$ cat src/rtl/agu_xe_pkg.sv
package agu_xe_pkg;
   typedef enum logic [1:0] {FMT_ONE, FMT_TWO, FMT_LEGACY, FMT_EXT} fmt_e;
   typedef enum logic [1:0] {AM_SIMPLE, AM_IMM, AM_INDIR} amode_e;

   typedef struct packed {
      fmt_e   fmt;
      amode_e mode;
      logic   fx;
      logic   fb;
      logic   fp;
      logic   fe;
      logic [2:0] len;
      logic   illegal;
   } dec_t;
endpackage

$ cat src/rtl/agu_fmt_decode.sv
module agu_fmt_decode
   import agu_xe_pkg::*;
#(
   parameter int LONG_W = 20,
   parameter logic [3:0] ONE_NIB_MIN = 4'hC,
   parameter logic [3:0] TWO_NIB_MIN = 4'h9,
   localparam int INSTR_W = LONG_W + 12
) (
   input  logic [INSTR_W-1:0] instr,
   output dec_t               dec
);
   localparam int N_POS = LONG_W + 5;

   logic [3:0] nib;
   logic [1:0] ni;

   assign nib = instr[INSTR_W-1 -: 4];
   assign ni  = instr[N_POS -: 2];

   always_comb begin
      dec         = '0;
      dec.fx      = instr[N_POS-2];
      dec.fb      = instr[N_POS-3];
      dec.fp      = instr[N_POS-4];
      dec.fe      = instr[N_POS-5];
      dec.mode    = AM_SIMPLE;
      if (nib >= ONE_NIB_MIN) begin
         dec.fmt = FMT_ONE;
         dec.len = 3'd1;
      end else if (nib >= TWO_NIB_MIN) begin
         dec.fmt = FMT_TWO;
         dec.len = 3'd2;
      end else if (ni == 2'b00) begin
         dec.fmt = FMT_LEGACY;
         dec.len = 3'd3;
      end else begin
         dec.fmt = FMT_EXT;
         dec.len = dec.fe ? 3'd4 : 3'd3;
         if (ni == 2'b01)      dec.mode = AM_IMM;
         else if (ni == 2'b10) dec.mode = AM_INDIR;
         dec.illegal = (dec.fb & dec.fp)
                     | (dec.fx & (ni != 2'b11))
                     | (dec.fe & (dec.fb | dec.fp));
      end
   end

   always_comb begin
      assert_len_range_R1: assert (dec.len >= 3'd1 && dec.len <= 3'd4);
   end
endmodule

$ cat src/rtl/agu_ea_calc.sv
module agu_ea_calc
   import agu_xe_pkg::*;
#(
   parameter int ADDR_W   = 20,
   parameter int REG_W    = 24,
   parameter int DISP_W   = 12,
   parameter int LONG_W   = 20,
   parameter int LEGACY_W = 15,
   localparam int INSTR_W = LONG_W + 12
) (
   input  dec_t               dec,
   input  logic [INSTR_W-1:0] instr,
   input  logic [ADDR_W-1:0]  pc,
   input  logic [REG_W-1:0]   base_reg,
   input  logic [REG_W-1:0]   index_reg,
   output logic [ADDR_W-1:0]  ea
);
   logic [DISP_W-1:0]   disp;
   logic [LONG_W-1:0]   long_f;
   logic [LEGACY_W-1:0] legacy_f;
   logic [ADDR_W-1:0]   disp_u, disp_s, next_pc, pre, idx;
   logic                unused_bits;

   assign disp     = instr[LONG_W-1 -: DISP_W];
   assign long_f   = instr[LONG_W-1:0];
   assign legacy_f = instr[LONG_W+2 -: LEGACY_W];
   assign disp_u   = ADDR_W'(disp);
   assign disp_s   = ADDR_W'($signed(disp));
   assign next_pc  = pc + ADDR_W'(dec.len);
   assign idx      = index_reg[ADDR_W-1:0];
   assign unused_bits = ^{instr[INSTR_W-1:LONG_W+3], base_reg, index_reg};

   always_comb begin
      pre = '0;
      case (dec.fmt)
         FMT_LEGACY: pre = ADDR_W'(legacy_f);
         FMT_EXT: begin
            if (dec.fe)      pre = ADDR_W'(long_f);
            else if (dec.fb) pre = base_reg[ADDR_W-1:0] + disp_u;
            else if (dec.fp) pre = next_pc + disp_s;
            else             pre = disp_u;
         end
         default: pre = '0;
      endcase
   end

   assign ea = (dec.fx && (dec.fmt == FMT_LEGACY || dec.fmt == FMT_EXT)) ? pre + idx : pre;

   always_comb begin
      if (dec.fmt == FMT_ONE || dec.fmt == FMT_TWO)
         assert_short_zero_R2: assert (ea == '0);
   end
endmodule

$ cat src/rtl/agu_word_fetch.sv
module agu_word_fetch #(
   parameter int ADDR_W     = 20,
   parameter int WORD_BYTES = 3,
   localparam int CNT_W     = $clog2(WORD_BYTES),
   localparam int WORD_W    = 8 * WORD_BYTES
) (
   input  logic              clk,
   input  logic              rst_n,
   input  logic              start,
   input  logic [ADDR_W-1:0] start_addr,
   input  logic              rd_valid,
   input  logic [7:0]        rd_data,
   output logic              rd_req,
   output logic [ADDR_W-1:0] rd_addr,
   output logic              busy,
   output logic              last,
   output logic [WORD_W-1:0] word
);
   logic [CNT_W-1:0] cnt;
   logic             take;

   assign take = busy & rd_valid;
   assign last = take & (cnt == CNT_W'(WORD_BYTES-1));

   always_ff @(posedge clk or negedge rst_n) begin
      if (!rst_n) begin
         rd_req  <= 1'b0;
         rd_addr <= '0;
         busy    <= 1'b0;
         cnt     <= '0;
      end else begin
         rd_req <= 1'b0;
         if (start) begin
            rd_req  <= 1'b1;
            rd_addr <= start_addr;
            busy    <= 1'b1;
            cnt     <= '0;
         end else if (last) begin
            busy <= 1'b0;
            cnt  <= '0;
         end else if (take) begin
            cnt <= cnt + 1'b1;
         end
      end
   end

   for (genvar k = 0; k < WORD_BYTES - 1; k++) begin : g_lane
      logic [7:0] lane_q;
      always_ff @(posedge clk or negedge rst_n) begin
         if (!rst_n)                            lane_q <= '0;
         else if (take && cnt == CNT_W'(k))     lane_q <= rd_data;
      end
      assign word[WORD_W-1-8*k -: 8] = lane_q;
   end
   assign word[7:0] = rd_data;

   assert_single_req_R8: assert property (@(posedge clk) disable iff (!rst_n)
      rd_req |=> !rd_req);
   assert_req_only_busy_R8: assert property (@(posedge clk) disable iff (!rst_n)
      rd_req |-> busy);
endmodule

$ cat src/rtl/agu_xe_top.sv
module agu_xe_top
   import agu_xe_pkg::*;
#(
   parameter int ADDR_W     = 20,
   parameter int REG_W      = 24,
   parameter int DISP_W     = 12,
   parameter int LONG_W     = 20,
   parameter int LEGACY_W   = 15,
   parameter int WORD_BYTES = 3,
   localparam int INSTR_W   = LONG_W + 12
) (
   input  logic               clk,
   input  logic               rst_n,
   input  logic               in_valid,
   input  logic [INSTR_W-1:0] instr,
   input  logic [ADDR_W-1:0]  pc,
   input  logic [REG_W-1:0]   base_reg,
   input  logic [REG_W-1:0]   index_reg,
   output logic               rd_req,
   output logic [ADDR_W-1:0]  rd_addr,
   input  logic               rd_valid,
   input  logic [7:0]         rd_data,
   output logic               done,
   output logic [2:0]         instr_len,
   output logic [ADDR_W-1:0]  target,
   output logic               imm_op,
   output logic               err
);
   localparam int WORD_W = 8 * WORD_BYTES;

   if (LEGACY_W != DISP_W + 3) begin : g_bad_legacy
      $error("legacy field must span the displacement plus three flag bits");
   end
   if (REG_W < ADDR_W) begin : g_bad_reg
      $error("registers narrower than the address space");
   end
   if (WORD_W < ADDR_W || WORD_BYTES < 2) begin : g_bad_word
      $error("indirect word cannot hold an address");
   end
   if (LONG_W > ADDR_W || DISP_W >= ADDR_W) begin : g_bad_field
      $error("address fields wider than the address space");
   end

   dec_t              dec;
   logic [ADDR_W-1:0] ea;
   logic              busy, last, accept, start;
   logic [WORD_W-1:0] word;

   agu_fmt_decode #(.LONG_W(LONG_W)) u_dec (
      .instr (instr),
      .dec   (dec)
   );

   agu_ea_calc #(
      .ADDR_W(ADDR_W), .REG_W(REG_W), .DISP_W(DISP_W),
      .LONG_W(LONG_W), .LEGACY_W(LEGACY_W)
   ) u_ea (
      .dec       (dec),
      .instr     (instr),
      .pc        (pc),
      .base_reg  (base_reg),
      .index_reg (index_reg),
      .ea        (ea)
   );

   assign accept = in_valid & ~busy;
   assign start  = accept & (dec.mode == AM_INDIR) & ~dec.illegal;

   agu_word_fetch #(.ADDR_W(ADDR_W), .WORD_BYTES(WORD_BYTES)) u_fetch (
      .clk        (clk),
      .rst_n      (rst_n),
      .start      (start),
      .start_addr (ea),
      .rd_valid   (rd_valid),
      .rd_data    (rd_data),
      .rd_req     (rd_req),
      .rd_addr    (rd_addr),
      .busy       (busy),
      .last       (last),
      .word       (word)
   );

   always_ff @(posedge clk or negedge rst_n) begin
      if (!rst_n) begin
         done      <= 1'b0;
         instr_len <= '0;
         target    <= '0;
         imm_op    <= 1'b0;
         err       <= 1'b0;
      end else begin
         done <= 1'b0;
         if (accept) begin
            instr_len <= dec.len;
            err       <= dec.illegal;
            imm_op    <= (dec.mode == AM_IMM) & ~dec.illegal;
            if (!start) begin
               target <= ea;
               done   <= 1'b1;
            end
         end else if (last) begin
            target <= word[ADDR_W-1:0];
            done   <= 1'b1;
         end
      end
   end

   assert_quick_done_R11: assert property (@(posedge clk) disable iff (!rst_n)
      (in_valid && !busy && !start) |=> done);
   assert_no_read_R7: assert property (@(posedge clk) disable iff (!rst_n)
      (in_valid && !busy && !start) |=> !rd_req);
   assert_wait_bytes_R8: assert property (@(posedge clk) disable iff (!rst_n)
      (busy && !last) |=> !done);
   assert_err_not_imm_R10: assert property (@(posedge clk) disable iff (!rst_n)
      (done && err) |-> !imm_op);
   assert_done_len_R1: assert property (@(posedge clk) disable iff (!rst_n)
      done |-> (instr_len >= 3'd1 && instr_len <= 3'd4));
endmodule

$ cat config.mk
export PLATFORM = sky130hd
export DESIGN_NAME = agu_xe_top
export DESIGN_NICKNAME = d
export VERILOG_FILES = /design/src/rtl/agu_xe_pkg.sv /design/src/rtl/agu_fmt_decode.sv /design/src/rtl/agu_ea_calc.sv /design/src/rtl/agu_word_fetch.sv /design/src/rtl/agu_xe_top.sv
export SDC_FILE = /design/constraint.sdc
export NUM_CORES = 1
export LEC_CHECK = 0
export BUFFER_PORTS_ARGS = -buffer_cell sky130_fd_sc_hd__clkbuf_2
export CORE_UTILIZATION = 50
export CTS_CLUSTER_SIZE = 10
export DETAILED_ROUTE_END_ITERATION = 10
export PLACE_DENSITY = 0.81
export SYNTH_ARGS = -nofsm -noshare
export SYNTH_HDL_FRONTEND = slang
export SYNTH_SLANG_ARGS = --single-unit
$ cat constraint.sdc
create_clock -name clk -period 2.2 [get_ports clk]
set_input_delay 0.44 -clock clk [delete_from_list [all_inputs] [get_ports clk]]
set_output_delay 0.44 -clock clk [all_outputs]
set_load 0.03 [all_outputs]
Yosys cells after proc, flatten, opt, wreduce, memory -nomap -nowiden:

Index checks and enable logic that the tools add are counted.

* bitwise operators: 14
* reduce and logical (&&, ||, !) cells: 10
* equal/unequal tests: 10
* $add $sub $neg: 5
* muxes and demuxes: 32
* $lt $le $gt $ge: 2

Operators with widths (count)
* 20-bit 2-to-1 mux: 7
* 20-bit adder: 2
* 20-bit case mux with 2 select lines: 1
* 20-bit by 12-bit adder with 20-bit output: 1
* 20-bit by 3-bit adder with 20-bit output: 1
* 2-bit 2-to-1 mux: 10
* 3-bit 2-to-1 mux: 4
* 2-bit == test, second input constant: 5
* 1-bit 2-to-1 mux: 10
* 1-bit bitwise AND: 9
* 4-bit >= comparator, second input constant: 2
* 2-bit by 1-bit == test with 1-bit output, second input constant: 3
* 2-bit logical NOT: 2
* 2-bit inequality test, second input constant: 2
* 2-bit nonzero test: 2
* 1-bit logical AND: 3
* 1-bit bitwise OR: 3
* 3-bit nonzero test: 1
* 2-bit by 1-bit adder with 2-bit output, second input constant: 1
* 1-bit inverter: 2
* 2-bit AND reduction: 1
* 1-bit logical OR: 1

* flip-flop bits (word level): 62
* output and inout port bits: 47

Depth between registers and ports, before layout:

Gate-level depths: netlist of the first run.

* word-level depth: 14
* mapped depth: 26

Modules after synthesis:

A second synthesis of the first run with hierarchy kept.

* cell total of the unflattened synthesis: 714
* area, all modules: 6557.5 µm²

By module, submodules not included
* agu_ea_calc: cells an instance 510, seq. area each 0.0 µm², instances 1, area an instance 3638.5 µm²
* agu_word_fetch: cells an instance 96, seq. area each 1001.0 µm², instances 1, area an instance 1602.8 µm²
* agu_xe_top: cells an instance 87, seq. area each 650.6 µm², instances 1, area an instance 1174.9 µm²
* agu_fmt_decode: cells an instance 21, seq. area each 0.0 µm², instances 1, area an instance 141.4 µm²

Worst setup path before layout of the first run:

Ideal clock, no wire load.

* path kind: input -> register
* start: input instr[25]
* end: register target[16]
* cell stages on the path: 26
* buffers on the path: 3
* required time: 2.074 ns
* data arrival time: 5.250 ns
* slack: -3.176 ns
* cells stage by stage: or2_2 > clkbuf_1 > clkbuf_1 > clkbuf_1 > a21oi_1 > a21o_1 > fa_1 > ha_1 > fa_1 > a211oi_1 > o21bai_1 > a21oi_1 > xnor2_1 > o221ai_1 > a21oi_1 > nor2_1 > nor2_1 > ha_1 > a21oi_1 > nand2_1 > o21ai_1 > o21ai_1 > o21ai_1 > o21bai_1 > xor2_1 > a221o_1

RTL lines
* start, declared: line agu_xe_top.sv:15 `input logic [INSTR_W-1:0] instr,`
* end signal, assigned: line agu_xe_top.sv:101 `target <= word[ADDR_W-1:0];`
* end, declared: line agu_xe_top.sv:25 `output logic [ADDR_W-1:0] target,`

==> results of run 1 <==
[through the flow]
step	hold slack (ns)	setup slack (ns)	setup TNS, ns	power (mW)	instances
2_1_floorplan	0.144	-2.56	-71.12	4.17	774
3_3_place_gp	0.452	-2.75	-84.82	5.62	1292
3_5_place_dp	0.463	-2.99	-89.30	5.75	1292
4_1_cts	0.120	-2.46	-72.91	7.57	1317
5_1_grt	0.140	-3.05	-86.29	8.27	1326
6_report	0.0967	-2.79	-79.33	7.97	1326
[power by group]
group / total [mW] / internal (mW) / switching (mW)
clock: 1.58 / 1.05 / 0.526
combinational: 4.48 / 1.87 / 2.61
sequential: 1.92 / 1.59 / 0.322
[worst min path at each step]
stage / startpoint / end / slack, ns / cells after the start
floorplan: rst_n / done / 0.14 / 0
global placement: rst_n / u_fetch.rd_addr[13] / 0.45 / 1
detailed placement: rst_n / u_fetch.rd_addr[13] / 0.46 / 1
CTS: rst_n / target[8] / 0.12 / 1
global route: rst_n / target[12] / 0.14 / 1
finish: rst_n / target[12] / 0.1 / 1
[placed cells by master (no fill, tap or decap), types with 7 or more instances in the layout]
cell type  synthesis  final
xnor2_1           22     19
nor2_2             0      8
o21a_1            16     14
clkbuf_2           0    146
nand4_1            7      7
a21oi_2            1     12
buf_4              0    238
o21bai_1          11      9
o21ai_0           64     28
inv_1             19     18
xor2_1            11     10
nor2_1            61     51
o211ai_1           9      9
nand2_1           80     75
nor3_1            19     15
nand3_1           15     13
a211oi_2           0      8
mux2_2            18     16
a211oi_1          22     11
and3_1            15     13
ha_4               0      7
clkbuf_16          0      9
o21ai_2            1     13
dfrtp_1           62     62
ha_1              65     57
a21oi_1           65     53
or3_1             12     10
mux2i_1           10      7
o21ai_1            6     27
a21o_1            20     20
[state kept, by name, indices dropped and copies added (netlist names)]
signal,cells
done,1
u_fetch.g_lane.lane_q,12
u_fetch.rd_addr,20
instr_len,3
u_fetch.rd_req,1
u_fetch.cnt,2
u_fetch.busy,1
err,1
imm_op,1
target,20
[critical path, stage by stage]
cell	delay, ns
buf_8	0.10
o31ai_4	0.29
nand2_4	0.09
nor2_4	0.14
a21oi_2	0.06
fa_1	0.48
ha_4	0.19
fa_2	0.36
a211oi_4	0.30
o21bai_1	0.12
a21oi_1	0.16
xnor2_1	0.16
o221ai_2	0.13
a21oi_2	0.15
nor2_1	0.07
nor2_2	0.15
ha_4	0.25
o21ai_1	0.46
o21ai_2	0.12
a32oi_2	0.26
buf_4	0.16
nand3b_1	0.11
xnor2_1	0.16
nand2_1	0.10
o21ai_2	0.10
o21ai_1	0.08
[logic make-up after synthesis]
kind of cell	count (synthesis)
compound gates	282
simple gates	249
fa+ha+maj	71
flops	62
buf+inv	49
xor+xnor	33
mux	28
[metal layers]
metal	GRT usage	wire length, um	up-vias
li1	-	-	3667
met1	0.453	9960	3843
met2	0.677	13000	641
met3	0.0572	2830	192
met4	0.227	1810	0
met5	0	0	-
[timing repair]
action / 4_1_cts / 5_1_grt
resized for setup: 60 / 59
pin swaps: 48 / 50
endpoints found under the setup margin: 40 / 43
buffers inserted: 9 / 9
[cell type report]
type,instances,area share
tap,168,0.0208
clock buffer,11,0.0250
sequential,62,0.153
timing repair buffer,396,0.265
multi-input combinational,663,0.520
clock inverter,5,0.00803
inverter,21,0.00778
==> impl_metrics.yaml, run 1 <==
global_route:
  first_global_vias: 8109
  grt_max_degree: 41
  grt_antenna_before_repair: 0
  grt_pass1_wl_mm: 39.3
  grt_overflow: 0
  grt_use_total: 0.388
yosys:
  synthMuxAreaShare: 0.0478
  ys_ff_latch: 62
  synth_cell_type_count: 74
  syn_inst: 774
  synth.cell_area_mm2: 0.00633
  yosysWarningCount: 0
  netlist_top_cells_count: "80 x nand2_1, 65 x a21oi_1, 65 x ha_1, 64 x o21ai_0, 62 x dfrtp_1"
  synth.avg_cell_area_um2: 8.18
  yosysSeqAreaShare: 0.245
  synth_compound_gate_area_share: 0.295
  synth_top_family_by_area: "compound AO/OA/AOI/OAI gates"
  synth.area.top_cells: "dfrtp_1 25%, ha_1 13%, a21oi_1 5.1%"
  synth_top_cell_by_area: "dfrtp_1"
  synth_top_area_share: 0.245
  synth_xor_area_frac: 0.0457
  synth-simple-area-share: 0.190
  async_flop_share: 1.00
  synthFlopType: "dfrtp_1"
  yosysMostFrequentCell: "nand2_1"
  yosys.area_share.adder: 0.147
  synth_edf_count: 0
  syn-num-nets: 957
sta:
  slew_headroom: 0.465
  max_clock_freq_mhz: 201
  hold_violations: 0
  period_share: 2.27
  worst_slew_pin_slew_ns: 0.794
  skew_ns: 0.00827
  setup_ws_ns: -2.79
  rsz0062_at_grt: "yes"
  drv_slew: 0
  period_needed_ns: 4.99
  setup_viol: 40
power:
  power.leakage_nw: 4.98
  p_per_area_mw_per_mm2: 787
  peakVddDrop_mv: 0.443
floorplan:
  core_area_mm2: 0.0122
  die_area_mm2: 0.0131
  pin_count: 159
  die_h_um: 115
  chipWidth_um: 115
  initial_core_util: 0.521
  rows: 40
setup_path:
  reg2reg_to: "target[15]"
  r2r_slack_ns: 0.06
  cp-end-kind: "flip-flop"
  crit_start: "instr[30]"
  cp_max_fo: 6
  crit_path_end: "target[17]"
  crit_type: "in -> reg"
  crit_required_ns: 2.41
  worstPathArrival_ns: 5.20
  r2r_cells: 9
  crit_path_start_kind: "primary input"
  rr_startpoint: "u_fetch.busy"
hold_path:
  hp-class: "in -> async"
clock_tree:
  root_buffer: "clkbuf_16"
  worstSkewPairLatency_ns: 0.33
  clk_pin_slew_ns: 0.05
  numCtsBuffers: 9
  cts_tree: "yes"
  ctsHoldBuffers: 0
  numClockSinks: 62
  h-tree-depth: 3
  clockBufferDepth: 2
routing:
  routedWlPerCell_um: 20.9
  wl_mm: 27.7
  vias: 8343
  first_pass_iters: 7
  drt-initial-drc-count: 917
  drc: 0
  drt-vias-per-instance: 6.29
  ant_nets: 0
layout:
  drive_above_1_share: 0.478
  fill_cells: 705
  post-route-util: 0.833
  num_antenna_cells: 0
  design_area_mm2: 0.0101
  syn_to_final_growth_pct: 60.0
  regArea_mm2: 0.00155
  multi_input_area_mm2: 0.00527
  fin_nets: 1336
placement:
  post-dp-hpwl_mm: 19.2
  place_area_mm2: 0.00912
  numPortBuffers: 148
  gp_congestion: 0.970
run:
  drv_cap: 0
outcome:
  violations: "setup timing"
  status: "finished with violations"
(Power assumes the default switching activity.)
==> run 2: changes to the inputs <==
--- a/config.mk
+++ b/config.mk
@@ -5,11 +5,12 @@
 export SDC_FILE = /design/constraint.sdc
 export NUM_CORES = 1
 export LEC_CHECK = 0
-export BUFFER_PORTS_ARGS = -buffer_cell sky130_fd_sc_hd__clkbuf_2
 export CORE_UTILIZATION = 50
 export CTS_CLUSTER_SIZE = 10
 export DETAILED_ROUTE_END_ITERATION = 10
-export PLACE_DENSITY = 0.81
+export DONT_BUFFER_PORTS = 1
+export GPL_ROUTABILITY_DRIVEN = 0
+export PLACE_DENSITY = 0.7
 export SYNTH_ARGS = -nofsm -noshare
 export SYNTH_HDL_FRONTEND = slang
 export SYNTH_SLANG_ARGS = --single-unit
==> impl_metrics.yaml, run 2 (same netlist as run 1, synthesis figures left out) <==
power:
  peakVddDrop_mv: 0.444
  total_power_mw: 7.34
  power.leakage_nw: 4.27
  p_per_area_mw_per_mm2: 791
clock_tree:
  worstSkewPairLatency_ns: 0.34
  root_buffer: "clkbuf_16"
  numCtsBuffers: 9
  cts_tree: "yes"
  numClockSinks: 62
  clockBufferDepth: 2
  h-tree-depth: 3
  clk_pin_slew_ns: 0.05
global_route:
  grt_use_total: 0.354
  grt_antenna_before_repair: 0
  first_global_vias: 7287
  grt_max_degree: 63
  grt_overflow: 0
  grt_pass1_wl_mm: 36.1
setup_path:
  crit_start: "instr[28]"
  cp-end-kind: "flip-flop"
  crit_required_ns: 2.42
  crit_path_start_kind: "primary input"
  cp_max_fo: 5
  worstPathArrival_ns: 4.91
  crit_type: "in -> reg"
  rr_startpoint: "u_fetch.busy"
sta:
  max_clock_freq_mhz: 213
  skew_ns: 0.00424
  setup_viol: 40
  slew_headroom: 0.498
  drv_slew: 0
  worst_slew_pin_slew_ns: 0.747
  period_share: 2.13
  period_needed_ns: 4.70
  hold_violations: 0
  hold_slack_ns: 0.255
  setup_ws_ns: -2.50
  rsz0062_at_grt: "yes"
run:
  drv_cap: 0
routing:
  drt-initial-drc-count: 708
  first_pass_iters: 5
  vias: 7428
  routedWlPerCell_um: 21.4
  drt-vias-per-instance: 6.42
  drc: 0
  wl_mm: 24.7
  ant_nets: 0
layout:
  regArea_mm2: 0.00155
  drive_above_1_share: 0.382
  syn_to_final_growth_pct: 46.6
  multi_input_area_mm2: 0.00530
  fin_cells: 1157
  post-route-util: 0.763
  top_regs: "target: 20 flops, u_fetch.rd_addr: 20 flops, u_fetch.g_lane.lane_q: 12 flops"
  layout_commonest_cell: "buf_4"
  fill_cells: 802
  layout_common_cells: "204 x buf_4, 75 x nand2_1, 62 x dfrtp_1, 57 x ha_1, 56 x nor2_1"
  fin_nets: 1167
  num_antenna_cells: 0
floorplan:
  die_h_um: 115
  pin_count: 159
  die_area_mm2: 0.0131
  chipWidth_um: 115
  initial_core_util: 0.521
  rows: 40
  core_area_mm2: 0.0122
outcome:
  violations: "setup timing"
  status: "finished with violations"
hold_path:
  hp-class: "in -> reg"
  hold_path_startpoint: "rd_data[5]"
placement:
  dp.cells: 1102
  post-dp-hpwl_mm: 17.8
  numPortBuffers: 0
[run 2: cell types whose count changed in the layout (fill, tap and decap cells not counted), sizes merged]
cell         before  now
buf             249  226
clkbuf          158   13
clkinv            3    2
clkinvlp          1    0
dlygate4sd3       0    1
[run 2: worst max-delay path, cell delays in order]
cell      delay, ns
o31ai_4        0.28
nand2_4        0.09
nor2_4         0.15
a21oi_4        0.05
fa_2           0.47
ha_4           0.18
fa_2           0.36
a211oi_4       0.29
o21bai_1       0.11
a21oi_1        0.20
xnor2_1        0.14
o221ai_1       0.14
a21oi_2        0.15
nor2_1         0.07
nor2_2         0.14
ha_4           0.24
a21oi_4        0.18
nand2_2        0.09
o21ai_4        0.22
o21ai_4        0.09
o21ai_2        0.20
o21bai_1       0.12
xor2_1         0.16
a221o_1        0.32
[run 2: metrics by stage]
| stage | instance area (um2) | TNS (ns) | setup slack (ns) |
|---|---|---|---|
| after floorplan | 6550 | -71.12 | -2.56 |
| after global placement | 8030 | -78.74 | -2.63 |
| after detailed placement | 8030 | -82.35 | -2.76 |
| final | 9280 | -69.37 | -2.50 |
| after global routing | 9280 | -75.03 | -2.64 |
| after CTS | 8910 | -65.84 | -2.30 |
[run 2: power by group]
part | total [mW] | internal (mW) | switching, mW
Sequential | 2.56 | 1.58 | 0.981
Clock | 1.57 | 1.08 | 0.489
Combinational | 3.21 | 1.59 | 1.61
Total | 7.34 | 4.26 | 3.08
[run 2: layout make-up]
class | count | share of cell area
multi-input cells | 663 | 0.571
repair buffers | 227 | 0.195
flip-flops and latches | 62 | 0.167
clock buffers | 13 | 0.0291
well taps | 168 | 0.0227
inverters | 21 | 0.00849
clock inverters | 3 | 0.00701
[run 2: routing by layer]
layer	up-vias	track usage	wire (um)
li1	3347	-	-
met1	3505	0.390	9010
met2	448	0.624	11800
met3	128	0.0895	2470
met4	0	0.190	1410
met5	-	0	0
[run 2: final timing paths]
kind | endpoint | slack [ns] | cells after the start
max | target[16] | -2.50 | 24
min | u_fetch.g_lane[1].lane_q[5] | 0.26 | 1
max reg2reg | target[7] | 0.19 | 9
min reg2reg | u_fetch.g_lane[1].lane_q[4] | 0.50 | 1
max in group asynchronous | target[0] | 1.29 | 2
min in group asynchronous | u_fetch.rd_addr[12] | 0.64 | 2
[run 2: what timing repair did]
action,CTS,global route
gates resized for setup,70,59
hold endpoints to repair,62,0
endpoints found under the setup margin,40,40
buffers inserted,32,15
hold buffers,2,0
pin swaps,45,48
==> run 3: changes to the inputs <==
--- a/config.mk
+++ b/config.mk
@@ -5,12 +5,14 @@
 export SDC_FILE = /design/constraint.sdc
 export NUM_CORES = 1
 export LEC_CHECK = 0
+export CAP_MARGIN = 20
 export CORE_UTILIZATION = 50
 export CTS_CLUSTER_SIZE = 10
 export DETAILED_ROUTE_END_ITERATION = 10
 export DONT_BUFFER_PORTS = 1
 export GPL_ROUTABILITY_DRIVEN = 0
-export PLACE_DENSITY = 0.7
+export PLACE_DENSITY = 0.63
 export SYNTH_ARGS = -nofsm -noshare
 export SYNTH_HDL_FRONTEND = slang
+export SYNTH_HIERARCHICAL = 1
 export SYNTH_SLANG_ARGS = --single-unit
==> impl_metrics.yaml, run 3 <==
floorplan:
  chipWidth_um: 115
  rows: 40
  pin_count: 159
  die_h_um: 115
  core_area_mm2: 0.0123
  initial_core_util: 0.522
  die_area_mm2: 0.0133
setup_path:
  cp_max_fo: 5
  cp.depth: 23
  max_stage_delay_ns: 0.43
  cp-end-kind: "flip-flop"
  crit_family: "compound AO/OA/AOI/OAI gates"
  r2r_cells: 5
  cp.buffers_inverters: 2
  crit_type: "in -> reg"
  path_cells: "o31a_4 > buf_4 > inv_1 > a21oi_1 > nor2_2 > fa_1 > ha_4 > fa_2 > a211oi_2 > o211ai_1 > a41oi_2 > xnor2_1 > mux2_4 > a221oi_4 > nor3_2 > ha_4 > and3_4 > and3_4 > a211oi_2 > or3_1 > xnor2_1 > mux2_4 > mux2_4"
  crit_path_start_kind: "primary input"
  worstPathArrival_ns: 5.29
  crit_path_frequent_cell: "mux2_4"
  cpMaxStageDelayCell: "fa_1"
  crit_required_ns: 2.40
layout:
  layout_common_cells: "183 x buf_4, 62 x dfrtp_1, 57 x ha_1, 47 x nand2_1, 38 x nor2_1"
  fin_nets: 1056
  top_regs: "target: 20 flops, u_fetch/rd_addr: 20 flops, u_fetch/g_lane.lane_q: 12 flops"
  fill_cells: 906
  drive_above_1_share: 0.405
  syn_to_final_growth_pct: 39.7
  layout_commonest_cell: "buf_4"
  num_antenna_cells: 0
sta:
  max_clock_freq_mhz: 196
  setup_tns_ns: -95.98
  setup_ws_ns: -2.89
  period_share: 2.31
  hold_violations: 6
  drv_slew: 0
  setup_viol: 40
  hold_slack_ns: -0.0136
  period_needed_ns: 5.09
  skew_ns: 0.00459
  rsz0062_at_grt: "yes"
  worst_slew_pin_slew_ns: 0.512
  slew_headroom: 0.659
global_route:
  grt_max_degree: 63
  grt_use_total: 0.313
  grt_pass1_wl_mm: 32.3
  first_global_vias: 6471
  grt_antenna_before_repair: 0
  grt_overflow: 0
routing:
  routedWlPerCell_um: 20.4
  wl_mm: 21.3
  ant_nets: 0
  drc: 0
  drt-vias-per-instance: 6.17
  first_pass_iters: 4
  vias: 6453
  drt-initial-drc-count: 390
placement:
  numPortBuffers: 0
  post-dp-hpwl_mm: 15.6
outcome:
  status: "finished with violations"
  violations: "hold timing, setup timing"
clock_tree:
  clockBufferDepth: 2
  root_buffer: "clkbuf_16"
  numCtsBuffers: 9
  cts_tree: "yes"
  numClockSinks: 62
  h-tree-depth: 3
  clk_pin_slew_ns: 0.05
  worstSkewPairLatency_ns: 0.32
yosys:
  synth.cell_area_mm2: 0.00640
  synth.avg_cell_area_um2: 9.06
  syn_inst: 706
  yosysWarningCount: 6
  syn-num-nets: 889
hold_path:
  hp-class: "in -> async"
run:
  drv_cap: 0
power:
  power.leakage_nw: 4.01
  p_per_area_mw_per_mm2: 864
  peakVddDrop_mv: 0.697
run 3: per-layer routing:
layer / wire [um] / global-route usage / up-vias / share of wire
met1: 8650 / 0.383 / 3134 / 0.41
met4: 341 / 0.0693 / 0 / 0.016
met5: 0 / 0 / - / 0
met3: 1710 / 0.0733 / 37 / 0.080
li1: - / - / 3010 / -
met2: 10600 / 0.555 / 272 / 0.50
run 3: timing repair:
action	4_1_cts	5_1_grt
pin swaps	46	49
setup endpoints to repair	40	40
hold buffers	1	0
setup buffers	26	9
endpoints found under the hold margin	62	0
resized for setup	51	49
run 3: area by class of cell:
class	instances	area [um2]	area share
Sequential cell	62	1550	0.174
Tap cell	168	210	0.0235
Clock buffer	11	253	0.0283
Multi-Input combinational cell	583	5200	0.582
Clock inverter	5	81.3	0.00910
Timing Repair Buffer	197	1570	0.175
Inverter	20	75.1	0.00840
run 3: worst paths after layout:
path / start / to / slack, ns
max in group asynchronous: rst_n / instr_len[2] / 1.96
worst max register to register: u_fetch/busy / u_fetch/rd_addr[3] / 0.42
worst min-delay path: rst_n / done / -0.01
worst min register to register: u_fetch/g_lane[1].lane_q[2] / u_fetch/g_lane[1].lane_q[2] / 0.50
min in group clk: rd_data[1] / u_fetch/g_lane[0].lane_q[1] / 0.27
worst max-delay path: instr[30] / u_fetch/rd_addr[17] / -2.89
run 3: where the power goes:
group          internal (mW)  switching (mW)
registers               1.67            1.24
logic                   1.82            1.45
clock network           1.05           0.486
run 3: metrics by stage:
step	cell area [um2]	power [mW]	worst slack (ns)	util	std cells
after floorplan	6590	4.72	-2.88	-	706
after global placement	7870	5.52	-3.07	0.642	1001
after detailed placement	7870	5.65	-3.20	0.642	1001
after CTS	8630	7.47	-2.81	0.704	1040
after global routing	8940	8.07	-3.08	0.729	1046
final	8940	7.72	-2.89	0.729	1046
